===== config.mk =====
export PLATFORM = sky130hd
export DESIGN_NAME = fi_unit
export DESIGN_NICKNAME = d
export VERILOG_FILES = /design/src/rtl/fi_pkg.sv /design/src/rtl/fi_ctrl.sv /design/src/rtl/fi_datapath.sv /design/src/rtl/fi_unit.sv
export SDC_FILE = /design/constraint.sdc
export NUM_CORES = 1
export LEC_CHECK = 0
export CAP_MARGIN = 5
export CORE_ASPECT_RATIO = 0.75
export CORE_MARGIN = 2
export CORE_UTILIZATION = 53
export CTS_CLUSTER_DIAMETER = 50
export DETAILED_ROUTE_END_ITERATION = 8
export PLACE_DENSITY = 0.88
export REMOVE_ABC_BUFFERS = 1
export SLEW_MARGIN = 15
export SYNTH_ARGS = -nofsm -noshare
export SYNTH_HDL_FRONTEND = slang
export SYNTH_HIERARCHICAL = 1
export SYNTH_SLANG_ARGS = --single-unit

===== constraint.sdc =====
create_clock -name clk -period 10.5 [get_ports clk]
set_clock_uncertainty 0.15 [all_clocks]
set_input_delay 1.575 -clock clk [delete_from_list [all_inputs] [get_ports clk]]
set_output_delay 1.575 -clock clk [all_outputs]
set_load 0.05 [all_outputs]

===== src/rtl/fi_pkg.sv =====
package fi_pkg;
  localparam int WORD_W  = 32;
  localparam int POS_W   = $clog2(WORD_W);
  localparam int IDX_W   = 4;
  localparam int INSTR_W = 32;
  localparam logic [IDX_W-1:0] RESERVED_IDX = '1;

  typedef enum logic {ENC_WIDE = 1'b0, ENC_PAIR = 1'b1} enc_t;

  typedef struct packed {
    logic [IDX_W-1:0] dstIdx;
    logic [IDX_W-1:0] srcIdx;
    logic [POS_W-1:0] topPos;
    logic [POS_W-1:0] basePos;
  } fields_t;

  typedef struct packed {
    logic capture;
    logic commit;
    logic trap;
    logic miss;
    logic zeroFill;
  } strobes_t;
endpackage


===== src/rtl/fi_ctrl.sv =====
module fi_ctrl
  import fi_pkg::*;
(
  input  logic               clk,
  input  logic               rstN,
  input  logic               validIn,
  input  logic               encSel,
  input  logic [INSTR_W-1:0] instrWord,
  output fields_t            fields,
  output strobes_t           strobes
);
  logic    wideHit, pairHit, hit, badBounds, badDst;
  fields_t wideFields, pairFields;

  always_comb begin
    wideHit = (instrWord[27:21] == 7'b0111110) && (instrWord[6:4] == 3'b001);
    pairHit = (instrWord[31:27] == 5'b11110) && !instrWord[26]
              && (instrWord[25:20] == 6'b110110) && !instrWord[15] && !instrWord[5];

    wideFields.dstIdx  = instrWord[15:12];
    wideFields.srcIdx  = instrWord[3:0];
    wideFields.topPos  = instrWord[20:16];
    wideFields.basePos = instrWord[11:7];

    pairFields.dstIdx  = instrWord[11:8];
    pairFields.srcIdx  = instrWord[19:16];
    pairFields.topPos  = instrWord[4:0];
    pairFields.basePos = {instrWord[14:12], instrWord[7:6]};

    hit    = (enc_t'(encSel) == ENC_PAIR) ? pairHit : wideHit;
    fields = (enc_t'(encSel) == ENC_PAIR) ? pairFields : wideFields;

    badBounds = fields.topPos < fields.basePos;
    badDst    = fields.dstIdx == RESERVED_IDX;

    strobes.capture  = validIn;
    strobes.miss     = validIn && !hit;
    strobes.trap     = validIn && hit && (badBounds || badDst);
    strobes.commit   = validIn && hit && !badBounds && !badDst;
    strobes.zeroFill = fields.srcIdx == RESERVED_IDX;
  end

  // Exactly one outcome per accepted word
  assert_one_outcome_R7: assert property (@(posedge clk) disable iff (!rstN)
    $countones({strobes.commit, strobes.trap, strobes.miss}) == (validIn ? 1 : 0));
endmodule


===== src/rtl/fi_datapath.sv =====
module fi_datapath
  import fi_pkg::*;
(
  input  logic              clk,
  input  logic              rstN,
  input  fields_t           fields,
  input  strobes_t          strobes,
  input  logic [WORD_W-1:0] srcVal,
  input  logic [WORD_W-1:0] dstVal,
  output logic              validOut,
  output logic [IDX_W-1:0]  rdIdx,
  output logic [IDX_W-1:0]  rnIdx,
  output logic [WORD_W-1:0] resultVal,
  output logic              wrEn,
  output logic              illegalFlag,
  output logic              notMatch
);
  localparam logic [POS_W-1:0] TOP_BIT = POS_W'(WORD_W - 1);
  localparam logic [WORD_W-1:0] ALL_ONES = '1;

  logic [WORD_W-1:0] fieldMask, insertVal, merged;

  always_comb begin
    fieldMask = (ALL_ONES << fields.basePos) & (ALL_ONES >> (TOP_BIT - fields.topPos));
    insertVal = strobes.zeroFill ? '0 : (srcVal << fields.basePos);
    merged    = (dstVal & ~fieldMask) | (insertVal & fieldMask);
  end

  always_ff @(posedge clk) begin
    if (!rstN) begin
      validOut    <= 1'b0;
      wrEn        <= 1'b0;
      illegalFlag <= 1'b0;
      notMatch    <= 1'b0;
      rdIdx       <= '0;
      rnIdx       <= '0;
      resultVal   <= '0;
    end else begin
      validOut    <= strobes.capture;
      wrEn        <= strobes.commit;
      illegalFlag <= strobes.trap;
      notMatch    <= strobes.miss;
      if (strobes.capture) begin
        rdIdx     <= fields.dstIdx;
        rnIdx     <= fields.srcIdx;
        resultVal <= strobes.commit ? merged : dstVal;
      end
    end
  end

  assert_keep_outside_R3: assert property (@(posedge clk) disable iff (!rstN)
    (validOut && wrEn) |-> (((resultVal ^ $past(dstVal)) & ~$past(fieldMask)) == '0));

  assert_clear_zero_R4: assert property (@(posedge clk) disable iff (!rstN)
    (validOut && wrEn && $past(strobes.zeroFill)) |-> ((resultVal & $past(fieldMask)) == '0));

  assert_trap_passthru_R5: assert property (@(posedge clk) disable iff (!rstN)
    (illegalFlag || notMatch) |-> (!wrEn && resultVal == $past(dstVal)));

  assert_valid_follow_R8: assert property (@(posedge clk) disable iff (!rstN)
    strobes.capture |=> validOut);

  assert_idle_quiet_R8: assert property (@(posedge clk) disable iff (!rstN)
    !strobes.capture |=> (!validOut && !wrEn && !illegalFlag && !notMatch));
endmodule


===== src/rtl/fi_unit.sv =====
module fi_unit
  import fi_pkg::*;
(
  input  logic               clk,
  input  logic               rstN,
  input  logic               validIn,
  input  logic               encSel,
  input  logic [INSTR_W-1:0] instrWord,
  input  logic [WORD_W-1:0]  srcVal,
  input  logic [WORD_W-1:0]  dstVal,
  output logic               validOut,
  output logic [IDX_W-1:0]   rdIdx,
  output logic [IDX_W-1:0]   rnIdx,
  output logic [WORD_W-1:0]  resultVal,
  output logic               wrEn,
  output logic               illegalFlag,
  output logic               notMatch
);
  fields_t  fields;
  strobes_t strobes;

  fi_ctrl u_ctrl (
    .clk(clk), .rstN(rstN), .validIn(validIn), .encSel(encSel),
    .instrWord(instrWord), .fields(fields), .strobes(strobes)
  );

  fi_datapath u_dp (
    .clk(clk), .rstN(rstN), .fields(fields), .strobes(strobes),
    .srcVal(srcVal), .dstVal(dstVal), .validOut(validOut),
    .rdIdx(rdIdx), .rnIdx(rnIdx), .resultVal(resultVal), .wrEn(wrEn),
    .illegalFlag(illegalFlag), .notMatch(notMatch)
  );
endmodule


==> metrics.csv <==
metric,value,unit
Unique masters post-synth,71,
Final min period,6380,ps
fillers,705,
post-synthesis sequential area ratio,18.1,%
grt total ovfl,0,
"Hold-fix buffers, CTS",0,
Final Setup Violations,0,
First DRT Iteration DRCs,662,
Slew @ Worst Pin,1000,ps
final std cells w/o fill,777,
Max-Cap Viols,0,
Synth Area in Compound Gates,21.3,%
Synth Area in XOR/XNOR,0,%
RSZ-0062 raised after global routing,false,
initial antenna violation count,1,
Die H,86.9,microns
Fin Hold WS,303,ps
DR vias/cell,6.84,
max_slew headroom,33.0,%
Clock Latency Late Sink,280,ps
Setup CP Type,in -> reg,
Place WS,4020,ps
Post-synth ARST share,0,%
worst endpoint required time,10480,ps
layout cells sized above 1,7.97,%
first-pass GRT wire length,27.5,mm
post-CTS setup buffer count,0,
die footprint,9960,sq um
number of synthesized flops with an enable pin,0,
largest net degree at the start of global routing,77,
mux cell area share after synthesis,32.3,%
clock sink count,44,
Synth warnings,6,
Syn Area/Cell,8.69,sq um
Boundary Pins,144,
average wire per standard cell,23.7,microns
Mapped Cells,559,
drt pass-1 iters,5,
CP Launch Type,primary input,
vias in the first global route,4970,
CORE AREA,8970,sq um
Initial Util,54.2,%
synthesis-to-layout area growth,29.6,%
Hold Crit Class,reg -> reg,
Critical Path Sink Type,flop,
VDD IR-drop max,0.0630,mV
Static Leak,0.00234,uW
crit path DAT,6360,ps
largest family of logic cells by synthesized area,multiplexers,
"Slew Viols, Final",0,
CTS max path bufs,2,
dpl cells,769,
main flop type after synthesis,dfxtp_1,
post-synthesis adder-cell area fraction,1.03,%
TritonCTS Buffers,5,
synthesis-stage register bit count,44,
Setup TNS,0,ps
# rows,30,
final WL,18.4,mm
top area cells in the synthesized netlist,"dfxtp_1, mux2i_1, mux4_1",
antenna diode count,0,
fin nets,768,
Antenna Nets Post-Route,0,
CTS tree,done,
final hold viol count,0,
Pwr Total,668,uW
cell taking the most area after synthesis,dfxtp_1,
P per Cell Area,106,nW/um^2
Final HPWL DP,13.7,mm
crit-path max FO,24,
Via Count,5318,
share of the synthesized area in the top cell type,18.1,%
f_max,0.157,GHz
Final Cycle Share,60.8,%
# port buffers,143,
status,finished clean,
die width,115,microns
GPL Wtd Cong,0.921,
Simple-Gate Fraction of Synth Area,18.8,%
cell area after synthesis,4860,sq um
H-tree Lvls,2,
post_cts resized,0,
gr usage total,35.9,%
Setup WS post-layout,4120,ps
number of remaining DRC errors,0,
clk slew on worst S/H paths,70,ps
clock root buffer,clkbuf_16,
## Yosys cell counts (3+ instances only)
cell type,number
buf_1,4
buf_2,8
o21a_1,5
o21ai_0,36
dfxtp_1,44
mux2_1,12
or2_2,3
and3_1,5
a211oi_1,12
nand4_1,10
mux2_2,10
buf_4,6
o22ai_1,4
mux4_2,18
a311oi_1,3
ha_1,4
inv_1,16
o21ai_1,5
or3_1,3
nand3_1,17
mux4_1,16
mux2i_1,47
a41oi_1,5
nand2_1,49
clkbuf_1,20
nand2b_1,7
a21oi_1,28
nor3_1,15
or4_1,3
o211ai_1,8
and2_1,11
buf_6,10
o31a_1,3
a31oi_1,12
nor2b_1,5
o31ai_1,4
a221oi_1,6
nor2_1,41
## state kept, by name, indices dropped and copies added, names as in the netlist
register / count
u_dp/illegalFlag: 1
u_dp/notMatch: 1
u_dp/rdIdx: 4
u_dp/resultVal: 32
u_dp/rnIdx: 4
u_dp/validOut: 1
u_dp/wrEn: 1
## layout by cell type, fill, tap and decap left out, types with 11 or more instances in the layout
cell | synthesis | final
nor3_1 | 15 | 15
nand3_1 | 17 | 17
o21ai_0 | 36 | 36
inv_1 | 16 | 16
clkdlybuf4s50_1 | 0 | 142
a31oi_1 | 12 | 12
nor2_1 | 41 | 41
nand2_1 | 49 | 49
mux2_2 | 10 | 11
a211oi_1 | 12 | 12
mux2i_1 | 47 | 47
dfxtp_1 | 44 | 44
and2_1 | 11 | 11
a21oi_1 | 28 | 28
mux4_1 | 16 | 16
mux4_2 | 18 | 18
mux2_1 | 12 | 11
## critical path: stages
cell and delay [ps]:
clkdlybuf4s50_1 1130, mux2_1 600, ha_1 400, nand4_1 90
a221oi_1 230, a2111o_1 180, and3b_1 370, nand2_1 400
a2111oi_0 820, nand3_1 150, a211oi_1 300, a211oi_1 90
## final timing paths
| check | startpoint | slack (ps) | to | cells after the start |
|---|---|---|---|---|
| max | encSel | 4120 | u_dp/resultVal[29]$_SDFFE_PN0P_ | 12 |
| min | u_dp/resultVal[28]$_SDFFE_PN0P_ | 300 | u_dp/resultVal[28]$_SDFFE_PN0P_ | 2 |
| min reg2reg | u_dp/resultVal[28]$_SDFFE_PN0P_ | 300 | u_dp/resultVal[28]$_SDFFE_PN0P_ | 2 |
| max reg2reg | u_dp/resultVal[26]$_SDFFE_PN0P_ | 9050 | u_dp/resultVal[26]$_SDFFE_PN0P_ | 4 |
## report_power, final
part           internal, uW  switching, uW  leakage [uW]  total [uW]
Sequential              178           6.25      0.000365         184
Combinational           127            177       0.00189         304
Clock                   112           68.3     0.0000808         180
Total                   417            251       0.00234         668
## layout make-up
| class | instances | area (sq um) | area share (%) |
|---|---|---|---|
| Clock buffer | 6 | 129 | 2.05 |
| Clock inverter | 2 | 35.0 | 0.556 |
| Inverter | 18 | 67.6 | 1.07 |
| Multi-Input combinational cell | 445 | 3570 | 56.6 |
| Sequential cell | 44 | 881 | 14.0 |
| Tap cell | 112 | 140 | 2.22 |
| Timing Repair Buffer | 150 | 1480 | 23.5 |
## kinds of logic after synthesis
logic type | after synthesis
flops | 44
fa+ha+maj | 4
compound gates | 155
simple gates | 182
mux | 104
buf+inv | 70
## per-layer routing
metal | global-route usage (%) | wire length [microns] | up-vias
met5 | 0 | 13 | -
met4 | 10.9 | 518 | 2
met3 | 8.07 | 1960 | 46
met2 | 59.0 | 8390 | 365
met1 | 47.5 | 7510 | 2521
li1 | - | - | 2384
## through the flow
stage	area, sq um	utilization, %
finish	6300	70.2
global route	6300	70.2
CTS	6300	70.2
detailed placement	6140	68.4
global placement	6140	68.4
floorplan	4520	-
No activity file was read; power rests on OpenSTA's default activity.
